==> config.mk <==
export PLATFORM = sky130hd
export DESIGN_NAME = mc_perf_bank
export DESIGN_NICKNAME = d
export VERILOG_FILES = /design/src/rtl/mc_perf_pkg.sv /design/src/rtl/mc_perf_idmatch.sv /design/src/rtl/mc_perf_evsel.sv /design/src/rtl/mc_perf_ctr.sv /design/src/rtl/mc_perf_bank.sv
export SDC_FILE = /design/constraint.sdc
export NUM_CORES = 1
export LEC_CHECK = 0
export CAP_MARGIN = 10
export CORE_MARGIN = 2
export CORE_UTILIZATION = 41
export DETAILED_ROUTE_END_ITERATION = 7
export GPL_TIMING_DRIVEN = 0
export REMOVE_ABC_BUFFERS = 1
export SLEW_MARGIN = 20
export SYNTH_ARGS = -nofsm -noshare
export SYNTH_HDL_FRONTEND = slang
export SYNTH_HIERARCHICAL = 1
export SYNTH_SLANG_ARGS = --single-unit
==> constraint.sdc <==
create_clock -name clk -period 7.7 [get_ports clk]
set_clock_uncertainty 0.05 [all_clocks]
set_input_delay 1.155 -clock clk [delete_from_list [all_inputs] [get_ports clk]]
set_output_delay 1.155 -clock clk [all_outputs]
set_load 0.05 [all_outputs]
==> src/rtl/mc_perf_pkg.sv <==
package mc_perf_pkg;
  localparam int NUM_CNT  = 4;
  localparam int CNT_W    = 32;
  localparam int ID_W     = 16;
  localparam int CODE_W   = 8;
  localparam int NUM_EVT  = 64;
  localparam int DATA_W   = 32;
  localparam logic [CODE_W-1:0] CODE_RD_FLT = 8'h41;
  localparam logic [CODE_W-1:0] CODE_WR_FLT = 8'h42;
endpackage

==> src/rtl/mc_perf_idmatch.sv <==
module mc_perf_idmatch #(
  parameter int ID_W = 16
) (
  input  logic            clk,
  input  logic            rst_n,
  input  logic            req_valid,
  input  logic            req_ready,
  input  logic [ID_W-1:0] req_id,
  input  logic [ID_W-1:0] flt_id,
  input  logic [ID_W-1:0] flt_mask,
  output logic            hit
);
  logic [ID_W-1:0] diff;
  assign diff = (req_id ^ flt_id) & flt_mask;
  assign hit  = req_valid && req_ready && (diff == '0);


  mask_zero_chk: assert property (@(posedge clk) disable iff (!rst_n)
    (req_valid && req_ready && flt_mask == '0) |-> hit);

  no_handshake_chk: assert property (@(posedge clk) disable iff (!rst_n)
    !(req_valid && req_ready) |-> !hit);
endmodule

==> src/rtl/mc_perf_evsel.sv <==
module mc_perf_evsel
  import mc_perf_pkg::*;
#(
  parameter int N_EVT = 64
) (
  input  logic [CODE_W-1:0] code,
  input  logic [N_EVT-1:0]  evt_pulse,
  input  logic              rd_hit,
  input  logic              wr_hit,
  output logic              sel
);
  localparam int IDX_W = $clog2(N_EVT);
  always_comb begin
    if (code == CODE_RD_FLT)       sel = rd_hit;
    else if (code == CODE_WR_FLT)  sel = wr_hit;
    else if (int'(code) < N_EVT)   sel = evt_pulse[code[IDX_W-1:0]];
    else                           sel = 1'b0;
  end
endmodule

==> src/rtl/mc_perf_ctr.sv <==
module mc_perf_ctr #(
  parameter int W = 32
) (
  input  logic         clk,
  input  logic         rst_n,
  input  logic         inc,
  input  logic         wr_en,
  input  logic [W-1:0] wr_data,
  output logic [W-1:0] cnt,
  output logic         wrap
);
  localparam logic [W-1:0] MAXV = '1;
  always_ff @(posedge clk) begin
    if (!rst_n)      cnt <= '0;
    else if (wr_en)  cnt <= wr_data;
    else if (inc)    cnt <= cnt + 1'b1;
  end
  assign wrap = inc && !wr_en && (cnt == MAXV);


  wrap_zero_chk: assert property (@(posedge clk) disable iff (!rst_n)
    wrap |=> cnt == '0);

  load_chk: assert property (@(posedge clk) disable iff (!rst_n)
    wr_en |=> cnt == $past(wr_data));
endmodule

==> src/rtl/mc_perf_bank.sv <==
module mc_perf_bank
  import mc_perf_pkg::*;
#(
  parameter int N_EVT = NUM_EVT
) (
  input  logic              clk,
  input  logic              rst_n,
  input  logic [N_EVT-1:0]  evt_pulse,
  input  logic              ar_valid,
  input  logic              ar_ready,
  input  logic [ID_W-1:0]   ar_id,
  input  logic              aw_valid,
  input  logic              aw_ready,
  input  logic [ID_W-1:0]   aw_id,
  input  logic              reg_wr,
  input  logic [3:0]        reg_addr,
  input  logic [DATA_W-1:0] reg_wdata,
  output logic [DATA_W-1:0] reg_rdata,
  output logic              irq
);
  localparam int ADDR_W    = 4;
  localparam int CNT_BASE  = NUM_CNT;
  localparam int FILT_ADDR = 2 * NUM_CNT;
  localparam int STAT_ADDR = 2 * NUM_CNT + 1;

  logic              cfg_en   [NUM_CNT];
  logic [CODE_W-1:0] cfg_code [NUM_CNT];
  logic [CNT_W-1:0]  cnt      [NUM_CNT];
  logic [NUM_CNT-1:0] inc, wr_cnt, ctr_wrap, sel;
  logic [ID_W-1:0]   flt_id, flt_mask;
  logic              frozen, run, rd_hit, wr_hit, stat_wr, filt_wr;

  assign run     = cfg_en[0] && !frozen;
  assign stat_wr = reg_wr && reg_addr == ADDR_W'(STAT_ADDR);
  assign filt_wr = reg_wr && reg_addr == ADDR_W'(FILT_ADDR);

  mc_perf_idmatch #(.ID_W(ID_W)) u_rd_match (
    .clk(clk), .rst_n(rst_n), .req_valid(ar_valid), .req_ready(ar_ready),
    .req_id(ar_id), .flt_id(flt_id), .flt_mask(flt_mask), .hit(rd_hit));
  mc_perf_idmatch #(.ID_W(ID_W)) u_wr_match (
    .clk(clk), .rst_n(rst_n), .req_valid(aw_valid), .req_ready(aw_ready),
    .req_id(aw_id), .flt_id(flt_id), .flt_mask(flt_mask), .hit(wr_hit));

  always_ff @(posedge clk) begin
    if (!rst_n) begin
      flt_id   <= '0;
      flt_mask <= '0;
    end else if (filt_wr) begin
      flt_id   <= reg_wdata[ID_W-1:0];
      flt_mask <= reg_wdata[2*ID_W-1:ID_W];
    end
  end

  for (genvar i = 0; i < NUM_CNT; i++) begin : g_slot
    logic wr_cfg;
    assign wr_cfg    = reg_wr && reg_addr == ADDR_W'(i);
    assign wr_cnt[i] = reg_wr && reg_addr == ADDR_W'(CNT_BASE + i);

    always_ff @(posedge clk) begin
      if (!rst_n) begin
        cfg_en[i]   <= 1'b0;
        cfg_code[i] <= '0;
      end else if (wr_cfg) begin
        cfg_en[i]   <= reg_wdata[0];
        cfg_code[i] <= reg_wdata[8 +: CODE_W];
      end
    end

    mc_perf_evsel #(.N_EVT(N_EVT)) u_sel (
      .code(cfg_code[i]), .evt_pulse(evt_pulse), .rd_hit(rd_hit),
      .wr_hit(wr_hit), .sel(sel[i]));

    if (i == 0) begin : g_cycle
      assign inc[i] = run;
    end else begin : g_event
      assign inc[i] = run && cfg_en[i] && sel[i];
    end

    mc_perf_ctr #(.W(CNT_W)) u_ctr (
      .clk(clk), .rst_n(rst_n), .inc(inc[i]), .wr_en(wr_cnt[i]),
      .wr_data(reg_wdata[CNT_W-1:0]), .cnt(cnt[i]), .wrap(ctr_wrap[i]));


    hold_chk: assert property (@(posedge clk) disable iff (!rst_n)
      (frozen && !wr_cnt[i]) |=> $stable(cnt[i]));
  end

  always_ff @(posedge clk) begin
    if (!rst_n)                       frozen <= 1'b0;
    else if (ctr_wrap[0])             frozen <= 1'b1;
    else if (stat_wr && reg_wdata[0]) frozen <= 1'b0;
  end
  assign irq = frozen;

  always_comb begin
    reg_rdata = '0;
    for (int i = 0; i < NUM_CNT; i++) begin
      if (reg_addr == ADDR_W'(i))
        reg_rdata = {{(DATA_W-CODE_W-8){1'b0}}, cfg_code[i], 7'b0, cfg_en[i]};
      if (reg_addr == ADDR_W'(CNT_BASE + i))
        reg_rdata = cnt[i];
    end
    if (reg_addr == ADDR_W'(FILT_ADDR)) reg_rdata = {flt_mask, flt_id};
    if (reg_addr == ADDR_W'(STAT_ADDR)) reg_rdata = {{(DATA_W-1){1'b0}}, frozen};
  end


  wrap_freeze_chk: assert property (@(posedge clk) disable iff (!rst_n)
    ctr_wrap[0] |=> (irq && frozen));

  quiet_wrap_chk: assert property (@(posedge clk) disable iff (!rst_n)
    (!frozen && !ctr_wrap[0]) |=> !irq);

  cycle_inc_chk: assert property (@(posedge clk) disable iff (!rst_n)
    (run && !wr_cnt[0]) |=> cnt[0] == $past(cnt[0]) + 1'b1);

  release_chk: assert property (@(posedge clk) disable iff (!rst_n)
    (frozen && stat_wr && reg_wdata[0]) |=> !frozen);

  stopped_chk: assert property (@(posedge clk) disable iff (!rst_n)
    (!cfg_en[0] && !wr_cnt[1]) |=> $stable(cnt[1]));
endmodule

# Word-level counts from Yosys, hierarchy flattened
# Memories as Yosys holds them, arrays and structs flattened.
# Index checks and enable logic that the tools add are counted.
op_classes:
  addsub: 4
  magnitude_cmp: 6
  n_eq_ne: 16
  n_mux: 56
  n_bitwise: 12
  n_reduce_logical: 34
ops:
  columns: ["cell", "count"]
  rows:
  - ["32-bit 2-to-1 mux", 17]
  - ["32-bit by 1-bit adder with 32-bit output (second input constant)", 4]
  - ["8-bit by 7-bit equality test with 1-bit output (second input constant)", 6]
  - ["16-bit AND", 2]
  - ["32-bit equality test (second input constant)", 1]
  - ["16-bit zero test", 2]
  - ["8-bit 2-to-1 mux", 4]
  - ["16-bit XOR", 2]
  - ["1-bit 2-to-1 mux", 31]
  - ["1-bit logical AND", 24]
  - ["8-bit by 7-bit < comparator with 1-bit output (second input constant)", 3]
  - ["6-bit by 7-bit < comparator with 1-bit output (second input constant)", 3]
  - ["1-bit binary-select mux with 6-bit select", 3]
  - ["4-bit by 3-bit equality test with 1-bit output (second input constant)", 4]
  - ["16-bit 2-to-1 mux", 1]
  - ["2-bit nonzero test", 5]
  - ["4-bit by 2-bit equality test with 1-bit output (second input constant)", 2]
  - ["4-bit equality test (second input constant)", 2]
  - ["1-bit OR", 8]
  - ["4-bit by 1-bit equality test with 1-bit output (second input constant)", 1]
  - ["4-bit zero test", 1]
  - ["1-bit zero test", 2]
totals:
  ff_bits: 161
  mem_bits_rw: 36
  input_bits: 139
  output_inout_bits: 33
  mem_count: 2
memory_table:
  columns: ["memory", "depth", "width", "rd", "rd_ports_with_merged_regs", "write_ports", "line_no", "source"]
  rows:
  - ["cfg_code", 4, 8, 4, 0, 4, "mc_perf_bank.sv:27", "logic [CODE_W-1:0] cfg_code [NUM_CNT];"]
  - ["cfg_en", 4, 1, 4, 0, 4, "mc_perf_bank.sv:26", "logic cfg_en [NUM_CNT];"]

# Longest topological paths before layout
logic_depth:
  ltp_word: 11
  mapped_depth: 14
  ltp_nobuf: 12

# Hierarchy
# The synthesis kept the hierarchy.
by_module_without_submodules:
  columns: ["mod", "instances", "cells_each", "area_per_inst_um2", "seq_area_each_um2"]
  rows:
  - ["mc_perf_ctr", 4, 265, 2050.7, 640.6]
  - ["mc_perf_bank", 1, 483, 4359.2, 1731.7]
  - ["mc_perf_evsel", 3, 79, 738.2, 0.0]
  - ["mc_perf_idmatch", 2, 27, 236.5, 0.0]

# Least setup slack after synthesis
# OpenSTA, ideal clock, no wires.
synth_timing:
  path_kind: "input to output"
  start: "in reg_addr[1]"
  end: "out reg_rdata[15]"
  arrival_time_ns: 3.219
  path_slack_ns: 3.276
  stages: 6
  path_buffers: 2
  path_cell_list: "buf_2 or2_2 clkbuf_1 o32a_1 o2111ai_1 a221oi_1"
synth_via:
  elab_chain_len: 11
  word_cells_on_any_way: 20
  classes_between: "eq/ne: 9; mux: 10; reduce/logical: 1"
synth_rtl:
  columns: ["item", "line_no", "source"]
  rows:
  - ["start, declared", "mc_perf_bank.sv:16", "input logic [3:0] reg_addr,"]
  - ["4-bit zero test", "mc_perf_bank.sv:98", "if (reg_addr == ADDR_W'(i))"]
  - ["16-bit 2-to-1 mux", "mc_perf_bank.sv:98", null]
  - ["32-bit 2-to-1 mux", "mc_perf_bank.sv:100", "if (reg_addr == ADDR_W'(CNT_BASE + i))"]
  - ["32-bit 2-to-1 mux", "mc_perf_bank.sv:98", null]
  - ["32-bit 2-to-1 mux", "mc_perf_bank.sv:100", null]
  - ["32-bit 2-to-1 mux", "mc_perf_bank.sv:98", null]
  - ["32-bit 2-to-1 mux", "mc_perf_bank.sv:100", null]
  - ["32-bit 2-to-1 mux", "mc_perf_bank.sv:98", null]
  - ["32-bit 2-to-1 mux", "mc_perf_bank.sv:100", null]
  - ["32-bit 2-to-1 mux", "mc_perf_bank.sv:103", "if (reg_addr == ADDR_W'(FILT_ADDR)) reg_rdata = {flt_mask, flt_id};"]
  - ["32-bit 2-to-1 mux (*)", "mc_perf_bank.sv:104", "if (reg_addr == ADDR_W'(STAT_ADDR)) reg_rdata = {{(DATA_W-1){1'b0}}, frozen};"]
  - ["end, declared", "mc_perf_bank.sv:18", "output logic [DATA_W-1:0] reg_rdata,"]
# Mark *: on every way between the ends. The rest lies on a longest branch, timed or not.

# Worst setup path after layout
layout_timing:
  start: "in reg_addr[3]"
  end: "out reg_rdata[4]"
layout_via:
  elab_chain_len: 10
  word_cells_on_any_way: 18
  classes_between: "eq/ne: 9; mux: 9"
layout_rtl:
  columns: ["item", "line_no"]
  rows:
  - ["4-bit by 3-bit equality test with 1-bit output", "mc_perf_bank.sv:100"]
  - ["32-bit 2-to-1 mux", "mc_perf_bank.sv:100"]
  - ["32-bit 2-to-1 mux", "mc_perf_bank.sv:98"]
  - ["32-bit 2-to-1 mux", "mc_perf_bank.sv:100"]
  - ["32-bit 2-to-1 mux", "mc_perf_bank.sv:98"]
  - ["32-bit 2-to-1 mux", "mc_perf_bank.sv:100"]
  - ["32-bit 2-to-1 mux", "mc_perf_bank.sv:98"]
  - ["32-bit 2-to-1 mux", "mc_perf_bank.sv:100"]
  - ["32-bit 2-to-1 mux", "mc_perf_bank.sv:103"]
  - ["32-bit 2-to-1 mux (*)", "mc_perf_bank.sv:104"]
# Marked as above.

==> results.md <==
- Peak VDD IR: 0.1286 mV
- RSZ-0062 raised after global routing: false
- Dpl hpwl: 46.69 mm
- Peak Freq: around 0.17 GHz
- Core footprint: 36520 sq um
- Die area: 38640 sq um
- DR vias/cell: 6.712
- Slew headroom: 28.34%
- Yosys warnings: 6
- Post-CTS sizing: 0
- CTS clk-pin slew, worst paths: 0.08 ns
- CP Launch Type: input pin
- WL final: about 65 mm
- Final Setup Violations: 0
- WS Path Type: in -> out
- CP max-delay cell: clkdlybuf4s50_1
- Longest Clk Path Bufs: 2
- Buffers added on ports: 171
- Antenna fix cells: 0
- Avg WL per Cell: 27.22 um
- Cell count after synthesis: 1825
- H-tree depth: 4
- Critical path arrival: 4.73 ns
- Worst-margin pin slew: 1.071 ns
- Crit-path cells: clkdlybuf4s50_1, nand2b_1, nor2_1, a22oi_1, o221ai_1, clkdlybuf4s50_1
- Worst-skew pair later-pin latency: 0.45 ns
- Slowest stage delay, CP: around 0.89 ns
- Std-Cell Rows: 70
- Final period util: 77.08%
- Final min period: 5.935 ns
- Die H: 196.6 um
- Layout cells sized above 1: under 10%
- Cell Area, Synth: about 15000 sq um
- Global-route wire length before repair: 95.48 mm
- DR pass1 iterations: 6
- Min-delay worst type: reg -> reg
- Post-Syn Area per Cell: 8.331 sq um
- Largest net degree at the start of global routing: 106
- Vias after detailed routing: 15930
- # hold bufs at CTS: 0
- Critical Path RT: around 6.5 ns
- Power Density: 141.3 nW/um^2
- DRC: 0
- Worst hold slack: 0.4497 ns
- Vias in the first global route: 14890
- Max-cap violation count: 0
- Overflow after GRT: 0
- Setup bufs post-CTS: 0
- Fillcell total: 3557
- Initial antenna violation count: 1
- CTS Root Buffer Type: clkbuf_16
- Final nets: roughly 2000
- Peak fanout along the critical path: 18
- Initial Util: 41.63%
- Most common cell after layout, fill and taps aside: nand2_1
- Area Overhead vs Synth: 15.27%
- CTS tree: yes
- Clk sink count: 197
- Hold Fails Final Rpt: 0
- Commonest cells after routing, fill and taps aside: 181 x nand2_1, 167 x clkdlybuf4s50_1, 162 x dfxtp_1
- Post-Place Setup Slack: 1.687 ns
- Max Slew Vio Count: 0
- Die Wd: approximately 200 um
- I/O pins: 172
- Initial drt markers: between 1500 and 2000
- Cts bufs inserted: 17
- Crit path top cell by count: clkdlybuf4s50_1
- Worst setup margin: 1.765 ns
- Core Util, Final: about 48%
- All-Layer GR Usage: 32.76%
- R2r setup slk: between 2 and 3 ns
- Crit end category: output port
- RePlAce Congestion: 0.9675
- Setup TNS Final: 0 ns
- Routed Antenna Nets: 0
- Status: completed
- LEAKAGE: 5.756 nW
[sequential cells by signal, summed over array words and instances (netlist names)]
register          count
flt_mask             16
g_slot.u_ctr/cnt    128
irq                   1
cfg_en                4
cfg_code             32
flt_id               16
[worst max-delay path: cells and delay by family]
kind	cells	cell delay [ns]
compound gates	2	0.63
buf+inv	2	1.66
simple gates	2	1.27
[stage by stage]
step | instances | instance area (sq um) | total power, mW
after global placement | 2334 | 16780 | 1.589
after floorplan | 1695 | 14480 | 1.344
final | 2374 | 17530 | 2.476
after CTS | 2373 | 17510 | 2.470
after global routing | 2374 | 17530 | 2.547
after detailed placement | 2341 | 16950 | 1.596
[layout make-up]
class                      instances  area, sq um  share of cell area [%]
multi-input combinational       1457        10080                   57.54
sequential                       197         4294                   24.50
timing repair buffer             179         1853                   10.57
tap                              468        585.6                   3.341
clock buffer                      20        446.7                   2.549
inverter                          41        153.9                  0.8781
clock inverter                    12        107.6                  0.6140
[layer usage]
| metal | share of wire, % | wire length, um | vias to the layer above | track usage [%] |
|---|---|---|---|---|
| met3 | 8.8 | 5656 | 144 | 4.706 |
| met4 | 5.6 | 3647 | 2 | 17.43 |
| met5 | 0.017 | 11 | - | 0 |
| li1 | - | - | 7204 | - |
| met2 | 44 | 28170 | 839 | 50.46 |
| met1 | 42 | 27150 | 7745 | 44.52 |
[report_power, final]
part           leakage, nW  total (mW)  internal, mW  switching, mW
Sequential            1.64        1.14          1.07         0.0638
Combinational         3.86       0.446         0.193          0.253
Clock                0.254       0.891         0.455          0.436
[final timing paths]
check / startpoint / cells past startpoint / to
max: reg_addr[3] / 6 / reg_rdata[4]
min reg2reg: flt_mask[11]$_SDFFE_PN0P_ / 2 / flt_mask[11]$_SDFFE_PN0P_
max reg2reg: cfg_code[1][2]$_SDFFCE_PN0P_ / 10 / g_slot[2].u_ctr/cnt[29]$_SDFFE_PN0P_
min: flt_mask[11]$_SDFFE_PN0P_ / 2 / flt_mask[11]$_SDFFE_PN0P_
Note: power is estimated with default switching activity, not from simulation.
